`src/rtl/tclut_pkg.sv`:
```
package tclut_pkg;
   localparam int unsigned TCL_ADC_W = 8;
   localparam int unsigned TCL_IDX_W = 6;
   localparam int unsigned TCL_DAC_W = 8;
   localparam int unsigned TCL_NCH   = 2;

   typedef enum logic {TCL_SOURCE = 1'b0, TCL_SINK = 1'b1} tcl_dir_e;
endpackage

```
`src/rtl/tclut_qual.sv`:
```
module tclut_qual #(
   parameter int unsigned ADC_W      = tclut_pkg::TCL_ADC_W,
   parameter bit          HAS_FILTER = 1'b1
) (
   input  logic             clk,
   input  logic             rst_n,
   input  logic [ADC_W-1:0] adc_code,
   input  logic             adc_valid,
   input  logic             filter_off,
   output logic             upd
);
   logic             ready_q;
   logic             qualify;

   generate
      if (HAS_FILTER) begin : g_filt
         logic             have_q;
         logic [ADC_W-1:0] prev_q;
         always_ff @(posedge clk or negedge rst_n) begin
            if (!rst_n) begin
               have_q <= 1'b0;
               prev_q <= '0;
            end else if (adc_valid) begin
               have_q <= 1'b1;
               prev_q <= adc_code;
            end
         end
         assign qualify = filter_off || (have_q && (prev_q == adc_code));
      end else begin : g_nofilt
         assign qualify = 1'b1;
      end
   endgenerate

   always_ff @(posedge clk or negedge rst_n) begin
      if (!rst_n)                   ready_q <= 1'b0;
      else if (adc_valid && qualify) ready_q <= 1'b1;
   end

   assign upd = adc_valid && (ready_q || qualify);
endmodule

```
`src/rtl/tclut_table.sv`:
```
module tclut_table #(
   parameter int unsigned IDX_W = tclut_pkg::TCL_IDX_W,
   parameter int unsigned DAT_W = tclut_pkg::TCL_DAC_W
) (
   input  logic             clk,
   input  logic             we,
   input  logic [IDX_W-1:0] waddr,
   input  logic [DAT_W-1:0] wdata,
   input  logic [IDX_W-1:0] raddr,
   output logic [DAT_W-1:0] rdata
);
   localparam int unsigned DEPTH = 1 << IDX_W;

   logic [DAT_W-1:0] mem [DEPTH];

   always_ff @(posedge clk) begin
      if (we) mem[waddr] <= wdata;
   end

   assign rdata = mem[raddr];
endmodule

```
`src/rtl/tclut_chan.sv`:
```
module tclut_chan #(
   parameter int unsigned ADC_W = tclut_pkg::TCL_ADC_W,
   parameter int unsigned IDX_W = tclut_pkg::TCL_IDX_W,
   parameter int unsigned DAC_W = tclut_pkg::TCL_DAC_W
) (
   input  logic             clk,
   input  logic             rst_n,
   input  logic [ADC_W-1:0] adc_code,
   input  logic             upd,
   input  logic             tab_sel,
   input  logic [IDX_W-1:0] tab_addr,
   input  logic             dac_sel,
   input  logic [DAC_W-1:0] dac_fix,
   input  logic             sink_req,
   input  logic             we,
   input  logic [IDX_W-1:0] waddr,
   input  logic [DAC_W-1:0] wdata,
   output logic [DAC_W-1:0] code_q,
   output logic             sink_q
);
   localparam int unsigned SHIFT = ADC_W - IDX_W;

   logic [IDX_W-1:0] idx;
   logic [DAC_W-1:0] entry;

   assign idx = tab_sel ? tab_addr : adc_code[ADC_W-1 -: IDX_W];

   tclut_table #(.IDX_W(IDX_W), .DAT_W(DAC_W)) u_tab (
      .clk   (clk),
      .we    (we),
      .waddr (waddr),
      .wdata (wdata),
      .raddr (idx),
      .rdata (entry)
   );

   always_ff @(posedge clk or negedge rst_n) begin
      if (!rst_n) begin
         code_q <= '0;
         sink_q <= tclut_pkg::TCL_SOURCE;
      end else begin
         sink_q <= sink_req;
         if (upd) code_q <= dac_sel ? dac_fix : entry;
      end
   end

   generate
      if (SHIFT > ADC_W) begin : g_bad_shift
         $error("tclut_chan: index wider than sample");
      end
   endgenerate
endmodule

```
`src/rtl/tclut_dac_ctrl.sv`:
```
module tclut_dac_ctrl #(
   parameter int unsigned NCH        = tclut_pkg::TCL_NCH,
   parameter int unsigned ADC_W      = tclut_pkg::TCL_ADC_W,
   parameter int unsigned IDX_W      = tclut_pkg::TCL_IDX_W,
   parameter int unsigned DAC_W      = tclut_pkg::TCL_DAC_W,
   parameter bit          HAS_FILTER = 1'b1,
   localparam int unsigned CH_W      = (NCH > 1) ? $clog2(NCH) : 1
) (
   input  logic                   clk,
   input  logic                   rst_n,
   input  logic [ADC_W-1:0]       adc_code,
   input  logic                   adc_valid,
   input  logic                   filter_off,
   input  logic [NCH-1:0]         tab_dir_sel,
   input  logic [NCH*IDX_W-1:0]   tab_dir_addr,
   input  logic [NCH-1:0]         dac_dir_sel,
   input  logic [NCH*DAC_W-1:0]   dac_dir_code,
   input  logic [NCH-1:0]         sink_sel,
   input  logic                   wr_en,
   input  logic [CH_W-1:0]        wr_chan,
   input  logic [IDX_W-1:0]       wr_addr,
   input  logic [DAC_W-1:0]       wr_data,
   output logic [NCH*DAC_W-1:0]   dac_code,
   output logic [NCH-1:0]         dac_sink
);
   generate
      if (IDX_W > ADC_W) begin : g_bad_idx
         $error("tclut_dac_ctrl: IDX_W must not exceed ADC_W");
      end
      if (NCH < 1) begin : g_bad_nch
         $error("tclut_dac_ctrl: NCH must be at least 1");
      end
   endgenerate

   logic upd;

   tclut_qual #(.ADC_W(ADC_W), .HAS_FILTER(HAS_FILTER)) u_qual (
      .clk        (clk),
      .rst_n      (rst_n),
      .adc_code   (adc_code),
      .adc_valid  (adc_valid),
      .filter_off (filter_off),
      .upd        (upd)
   );

   for (genvar c = 0; c < NCH; c++) begin : g_ch
      logic we_c;
      assign we_c = wr_en && (wr_chan == CH_W'(c));

      tclut_chan #(.ADC_W(ADC_W), .IDX_W(IDX_W), .DAC_W(DAC_W)) u_chan (
         .clk      (clk),
         .rst_n    (rst_n),
         .adc_code (adc_code),
         .upd      (upd),
         .tab_sel  (tab_dir_sel[c]),
         .tab_addr (tab_dir_addr[c*IDX_W +: IDX_W]),
         .dac_sel  (dac_dir_sel[c]),
         .dac_fix  (dac_dir_code[c*DAC_W +: DAC_W]),
         .sink_req (sink_sel[c]),
         .we       (we_c),
         .waddr    (wr_addr),
         .wdata    (wr_data),
         .code_q   (dac_code[c*DAC_W +: DAC_W]),
         .sink_q   (dac_sink[c])
      );
   end
endmodule

```
`config.mk`:
```
export PLATFORM = sky130hd
export DESIGN_NAME = tclut_dac_ctrl
export DESIGN_NICKNAME = d
export VERILOG_FILES = /design/src/rtl/tclut_pkg.sv /design/src/rtl/tclut_qual.sv /design/src/rtl/tclut_table.sv /design/src/rtl/tclut_chan.sv /design/src/rtl/tclut_dac_ctrl.sv
export SDC_FILE = /design/constraint.sdc
export NUM_CORES = 1
export LEC_CHECK = 0
export CORE_AREA = 2 2 346 348
export CTS_BUF_LIST = sky130_fd_sc_hd__clkbuf_8 sky130_fd_sc_hd__clkbuf_16
export CTS_CLUSTER_DIAMETER = 30
export DETAILED_ROUTE_END_ITERATION = 10
export DIE_AREA = 0 0 348 350
export GPL_TIMING_DRIVEN = 0
export PLACE_DENSITY_LB_ADDON = 0.3
export SYNTH_ARGS = -nofsm -noshare
export SYNTH_HDL_FRONTEND = slang
export SYNTH_SLANG_ARGS = --single-unit
```
`constraint.sdc`:
```
create_clock -name clk -period 2.12 [get_ports clk]
set_input_delay 0.424 -clock clk [delete_from_list [all_inputs] [get_ports clk]]
set_output_delay 0.424 -clock clk [all_outputs]
set_load 0.02 [all_outputs]
```
# Word-level counts from Yosys, hierarchy flattened
# Memory sizes are Yosys's and may differ from the RTL's.
# Cells that the tools add are included.
dict set report totals {
  reg_bits 28
  ramBits 1024
  inputBits 62
  output_inout_bits 18
  wordCells 26
  mem_count 2
}
# name words word_bits rd rd_ports_with_merged_regs write_ports line_no
set memory_table {}
lappend memory_table {{g_ch[0].u_chan.u_tab.mem} 64 8 1 0 1 tclut_table.sv:14} ;# logic [DAT_W-1:0] mem [DEPTH];
lappend memory_table {{g_ch[1].u_chan.u_tab.mem} 64 8 1 0 1 tclut_table.sv:14}
dict set report classes {
  n_eq_ne 1
  n_mux 8
  n_bitwise 1
  reduce_logical 7
}
# operator count
set ops {}
lappend ops {{two-way mux 8 bit} 2}
lappend ops {{two-way mux 6 bit} 2}
lappend ops {{== test 8 bit} 1}
lappend ops {{logical AND 1 bit} 5}
lappend ops {{two-way mux 1 bit} 4}
lappend ops {{logical OR 1 bit} 2}
lappend ops {{NOT 1 bit} 1}

# Depth between registers and ports, before layout
dict set report depth {
  depth_word 5
  ltp_mapped 9
}

# Hierarchy
# A second synthesis with hierarchy kept.
dict set report unflattened {
  cells_unflattened 1987
  area_unflattened_um2 41472.3
}
# mod n_inst cells_per_inst area_per_inst_um2 seq_area_each_um2
set by_module_without_submodules {}
lappend by_module_without_submodules {tclut_table 2 932 20006.7 15374.7}
lappend by_module_without_submodules {tclut_chan 2 43 484.2 225.2}
lappend by_module_without_submodules {tclut_qual 1 35 474.2 250.2}
lappend by_module_without_submodules {tclut_dac_ctrl 1 2 16.3 0.0}

# Worst setup path before layout
# No wires, ideal clock.
dict set report synth_timing {
  path_kind {input-to-reg}
  from {input port tab_dir_sel[1]}
  to {register g_ch[1].u_chan.code_q[3]}
  setup_ps 126
  arrival_ps 2418
  required_time_ps 1994
  slack_ps -424
  path_stages 8
  cell_sequence {buf_2 > mux2i_1 > buf_1 > mux2i_1 > o22ai_1 > o41ai_1 > o2111ai_1 > a221o_1}
}
dict set report synth_between {
  elab_chain_len 3
}
# item line_no
set synth_lines {}
lappend synth_lines {{from (decl)} tclut_dac_ctrl.sv:14} ;# input logic [NCH-1:0] tab_dir_sel,
lappend synth_lines {{two-way mux 6 bit} tclut_chan.sv:26} ;# assign idx = tab_sel ? tab_addr : adc_code[ADC_W-1 -: IDX_W];
lappend synth_lines {{memory (64 x 8 bit)} n/a}
lappend synth_lines {{two-way mux 8 bit} tclut_chan.sv:43} ;# if (upd) code_q <= dac_sel ? dac_fix : entry;
lappend synth_lines {{to (signal assigned)} tclut_chan.sv:43}
lappend synth_lines {{to (decl)} tclut_chan.sv:18} ;# output logic [DAC_W-1:0] code_q,
# No other way between the ends.
# A chain may end at the register's enable or synchronous reset.

# Worst setup path after layout
dict set report layout_timing {
  from {input port tab_dir_sel[0]}
  to {register g_ch[0].u_chan.code_q[1]}
}
dict set report layout_between {
  elab_chain_len 3
}
# item line_no
set layout_lines {}
lappend layout_lines {{two-way mux 6 bit} tclut_chan.sv:26}
lappend layout_lines {{memory (64 x 8 bit)} n/a}
lappend layout_lines {{two-way mux 8 bit} tclut_chan.sv:43}
lappend layout_lines {{to (signal assigned)} tclut_chan.sv:43}
lappend layout_lines {{to (decl)} tclut_chan.sv:18}
# No other way between the ends.

==> results.yml <==
outcome:
  outcome: "complete, but fails checks"
  failed_checks: "setup timing"
clock_tree:
  clk_path_buf_depth: 3
  tritoncts_clock_tree: "built"
  clk-insertion-delay-late_ns: 0.74
  clock_tree.root_cell: "sky130_fd_sc_hd__clkbuf_16"
  clkSlewWorstSetupHoldPaths_ns: 0.05
  cts-htree-levels: 4
  cts_inserted_buffers: 154
  cts_sinks: 1052
cells_and_area:
  most-common-layout-cells: "1024 x sky130_fd_sc_hd__edfxtp_1, 427 x sky130_fd_sc_hd__mux2i_1, 175 x sky130_fd_sc_hd__o22ai_1"
  nNetsFinal: 2747
  layout-area-overhead-vs-synth_pct: 34.0
  nFillCells: 9660
  most_common_cell_after_layout_fill_and_taps_aside: "sky130_fd_sc_hd__edfxtp_1"
  multi_input_area_um2: 12300
  regArea_um2: 31500
  final-instance-count-excl-fill: 4358
  layout-drive-gt1-share_pct: 33.5
sta:
  final-setup-viol-count: 16
  layout_worst_path_cycle_share_pct: 110
  timing.hold.ws_ns: 0.124
  relSlewSlack_pct: 39.2
  timing.final.ws_setup_ns: -0.214
  tmin_final_ns: 2.33
  grt_setup_unrepaired: "true"
  max_freq_mhz: 428
  final.setup_skew_ns: 0.0185
  hold_viol_final: 0
  final-max-slew-violation-count: 0
  timing.setup.tns_ns: -2.19
  tightest_pin_transition_ns: 0.913
detailed_routing:
  dr_wl_met2_um: 54200
  wl_per_cell_um: 25.8
  final_wirelength_um: 112000
  post-route-drc-count: 0
  maxUsedRoutingLayer: "met5"
  ant_nets: 0
  m1WireLength_um: 46300
  dr_total_vias: 23500
  drt_first_pass_iters: 5
  drtIter0Drc: 2226
  route.detailed.vias_per_inst: 5.38
  met3RoutedLength_um: 8820
global_routing:
  grt_max_degree: 89
  gr-usage-all-layers_pct: 18.1
  grt_pass1_vias: 23900
  gr-total-overflow: 0
  wire_length_of_the_first_global_routing_pass_um: 160000
  number_of_antenna_violations_at_the_first_check_in_global_routing: 8
floorplanning:
  floorplan.core_area_um2: 118000
  i_o_pin_total: 80
  dieHeight_um: 350
  die_area_um2: 122000
  initial_utilization_pct: 34.9
  die_x_um: 348
  num_rows: 126
placement:
  hpwl_um: 72400
  placedCellCount: 3946
  gpl.final_weighted_congestion: 0.931
  io_buffers: 66
worst_hold_path:
  classification_of_the_worst_slack_hold_path: "in2reg"
  hold_path_startpoint: "sink_sel[1]"
logic_synthesis:
  ys_seq_elements: 1052
  postSynthAreaPerCell_um2: 17.6
  yosys_warnings: 0
  synth_net_count: 2398
  synthDistinctLibCells: 37
  netlist_instances: 2336
  proportion_of_synthesized_chip_area_in_sequential_cells_pct: 76.6
  synth_cell_area_um2: 41100
pwr:
  power_leakage_nw: 18.9
  power_density_nw_per_um2: 975
  max-vdd-ir-drop_uv: 574
critical_path:
  critPathKind: "in2reg"
  setup.worst_path.end_class: "flop"
  critical_path.max_fanout: 6
  origin_of_the_worst_setup_path: "tab_dir_sel[0]"
  arrival_ns: 2.95
  worstPathRequired_ns: 2.74
  startpoint_type: "input pin"
  startpoint_of_the_worst_slack_reg_to_reg_timing_path: "g_ch[0].u_chan.u_tab.mem[30][7]"
run:
  number_of_max_capacitance_violations_reported: 0
report_power, final:
part / leakage [nW] / total (W) / switching (W) / internal (W)
combinational: 6.71 / 0.00456 / 0.00262 / 0.00194
clock: 2.65 / 0.0260 / 0.00942 / 0.0166
sequential: 9.54 / 0.0230 / 0.0000611 / 0.0230
total: 18.9 / 0.0536 / 0.0121 / 0.0415
Yosys cell counts:
cell	n	share of area [%]
sky130_fd_sc_hd__clkbuf_1	28	0.26
sky130_fd_sc_hd__o32ai_1	2	0.043
sky130_fd_sc_hd__a221o_1	16	0.39
sky130_fd_sc_hd__and3b_1	6	0.13
sky130_fd_sc_hd__o41ai_1	48	1.0
sky130_fd_sc_hd__nor2_1	149	1.4
sky130_fd_sc_hd__buf_1	4	0.037
sky130_fd_sc_hd__o22ai_1	260	4.0
sky130_fd_sc_hd__mux2i_1	516	13
sky130_fd_sc_hd__nand2b_1	6	0.091
sky130_fd_sc_hd__or2_2	1	0.015
sky130_fd_sc_hd__mux2_2	9	0.25
sky130_fd_sc_hd__inv_1	13	0.12
sky130_fd_sc_hd__nor3_1	3	0.037
sky130_fd_sc_hd__buf_4	5	0.091
sky130_fd_sc_hd__nand2_1	34	0.31
sky130_fd_sc_hd__nand3_1	6	0.073
sky130_fd_sc_hd__mux2_4	1	0.037
sky130_fd_sc_hd__nor4_1	16	0.24
sky130_fd_sc_hd__and3_1	2	0.030
sky130_fd_sc_hd__o21ai_2	1	0.021
sky130_fd_sc_hd__edfxtp_1	1024	75
sky130_fd_sc_hd__nand4_1	2	0.030
sky130_fd_sc_hd__xnor2_1	8	0.17
sky130_fd_sc_hd__buf_6	1	0.027
sky130_fd_sc_hd__nor2b_1	1	0.015
sky130_fd_sc_hd__or3b_2	3	0.064
sky130_fd_sc_hd__o22a_1	2	0.043
sky130_fd_sc_hd__o2111ai_1	16	0.34
sky130_fd_sc_hd__and2_1	1	0.015
sky130_fd_sc_hd__nand3b_1	6	0.11
sky130_fd_sc_hd__buf_2	94	1.1
sky130_fd_sc_hd__nor3b_1	6	0.11
sky130_fd_sc_hd__o31ai_1	1	0.018
sky130_fd_sc_hd__o21ai_1	15	0.18
sky130_fd_sc_hd__dfrtp_1	28	1.7
sky130_fd_sc_hd__or3_1	2	0.030
path summary, 6_finish.rpt:
check | end | slack [ns] | cells after the start
max | g_ch[0].u_chan.code_q[1] | -0.21 | 12
min | g_ch[1].u_chan.sink_q | 0.12 | 1
max reg2reg | g_ch[0].u_chan.code_q[7] | 0.03 | 5
min reg2reg | u_qual.g_filt.have_q | 0.47 | 1
max in group asynchronous | g_ch[0].u_chan.code_q[2] | 1.47 | 2
min in group asynchronous | u_qual.g_filt.prev_q[7] | 0.24 | 2
flip-flops by register name, indices dropped and copies added (netlist names):
register	count
g_ch.u_chan.sink_q	2
u_qual.g_filt.have_q	1
u_qual.g_filt.prev_q	8
g_ch.u_chan.code_q	16
g_ch.u_chan.u_tab.mem	1024
u_qual.ready_q	1
cell families after synthesis:
logic type | synth area share (%)
buffers and inverters | 1.68
XOR/XNOR | 0.171
multiplexers | 12.9
AND/OR/NAND/NOR | 2.67
flip-flops | 76.6
AO/OA/AOI/OAI | 6.02
layer usage:
metal	GRT usage (%)	vias up
met5	0	-
met4	6.03	10
met3	4.44	200
met2	29.8	877
met1	23.4	12100
li1	-	10300
timing repair:
action                                 in CTS  in global routing
pin swaps                                 102                 75
hold buffers                                1                  1
setup buffers                              80                 32
endpoints found under the hold margin       1                 28
setup endpoints to repair                 895                792
cloned                                      7                  5
resized for setup                         588                238
critical path, cell delays in order:
cell and delay, ns:
sky130_fd_sc_hd__buf_12 0.09, sky130_fd_sc_hd__mux2i_4 0.23, sky130_fd_sc_hd__buf_12 0.17, sky130_fd_sc_hd__buf_12 0.13
sky130_fd_sc_hd__buf_8 0.11, sky130_fd_sc_hd__buf_16 0.13, sky130_fd_sc_hd__buf_4 0.12, sky130_fd_sc_hd__mux2i_2 0.22
sky130_fd_sc_hd__o22ai_2 0.12, sky130_fd_sc_hd__nor4_4 0.55, sky130_fd_sc_hd__o2111ai_4 0.25, sky130_fd_sc_hd__a221o_1 0.37
area by class of cell:
type                       count  area share, %
tap                         1536           3.49
multi-input combinational   1139           22.3
sequential                  1052           57.2
clock inverter               122           2.34
buffer                       127           3.13
clock buffer                 164           7.42
antenna                        7         0.0318
timing repair buffer         198           4.01
inverter                      13         0.0887
stage by stage:
stage	util, %	power [W]	cell area (µm²)	setup slack (ns)
global placement	37.6	0.0267	44300	-3.42
finish	46.7	0.0536	55000	-0.214
floorplan	-	0.0252	41700	-0.242
CTS	45.3	0.0534	53400	-0.384
global route	46.7	0.0550	55000	-0.231
detailed placement	37.8	0.0267	44500	-2.42
Note: power is estimated with default switching activity, not from simulation.
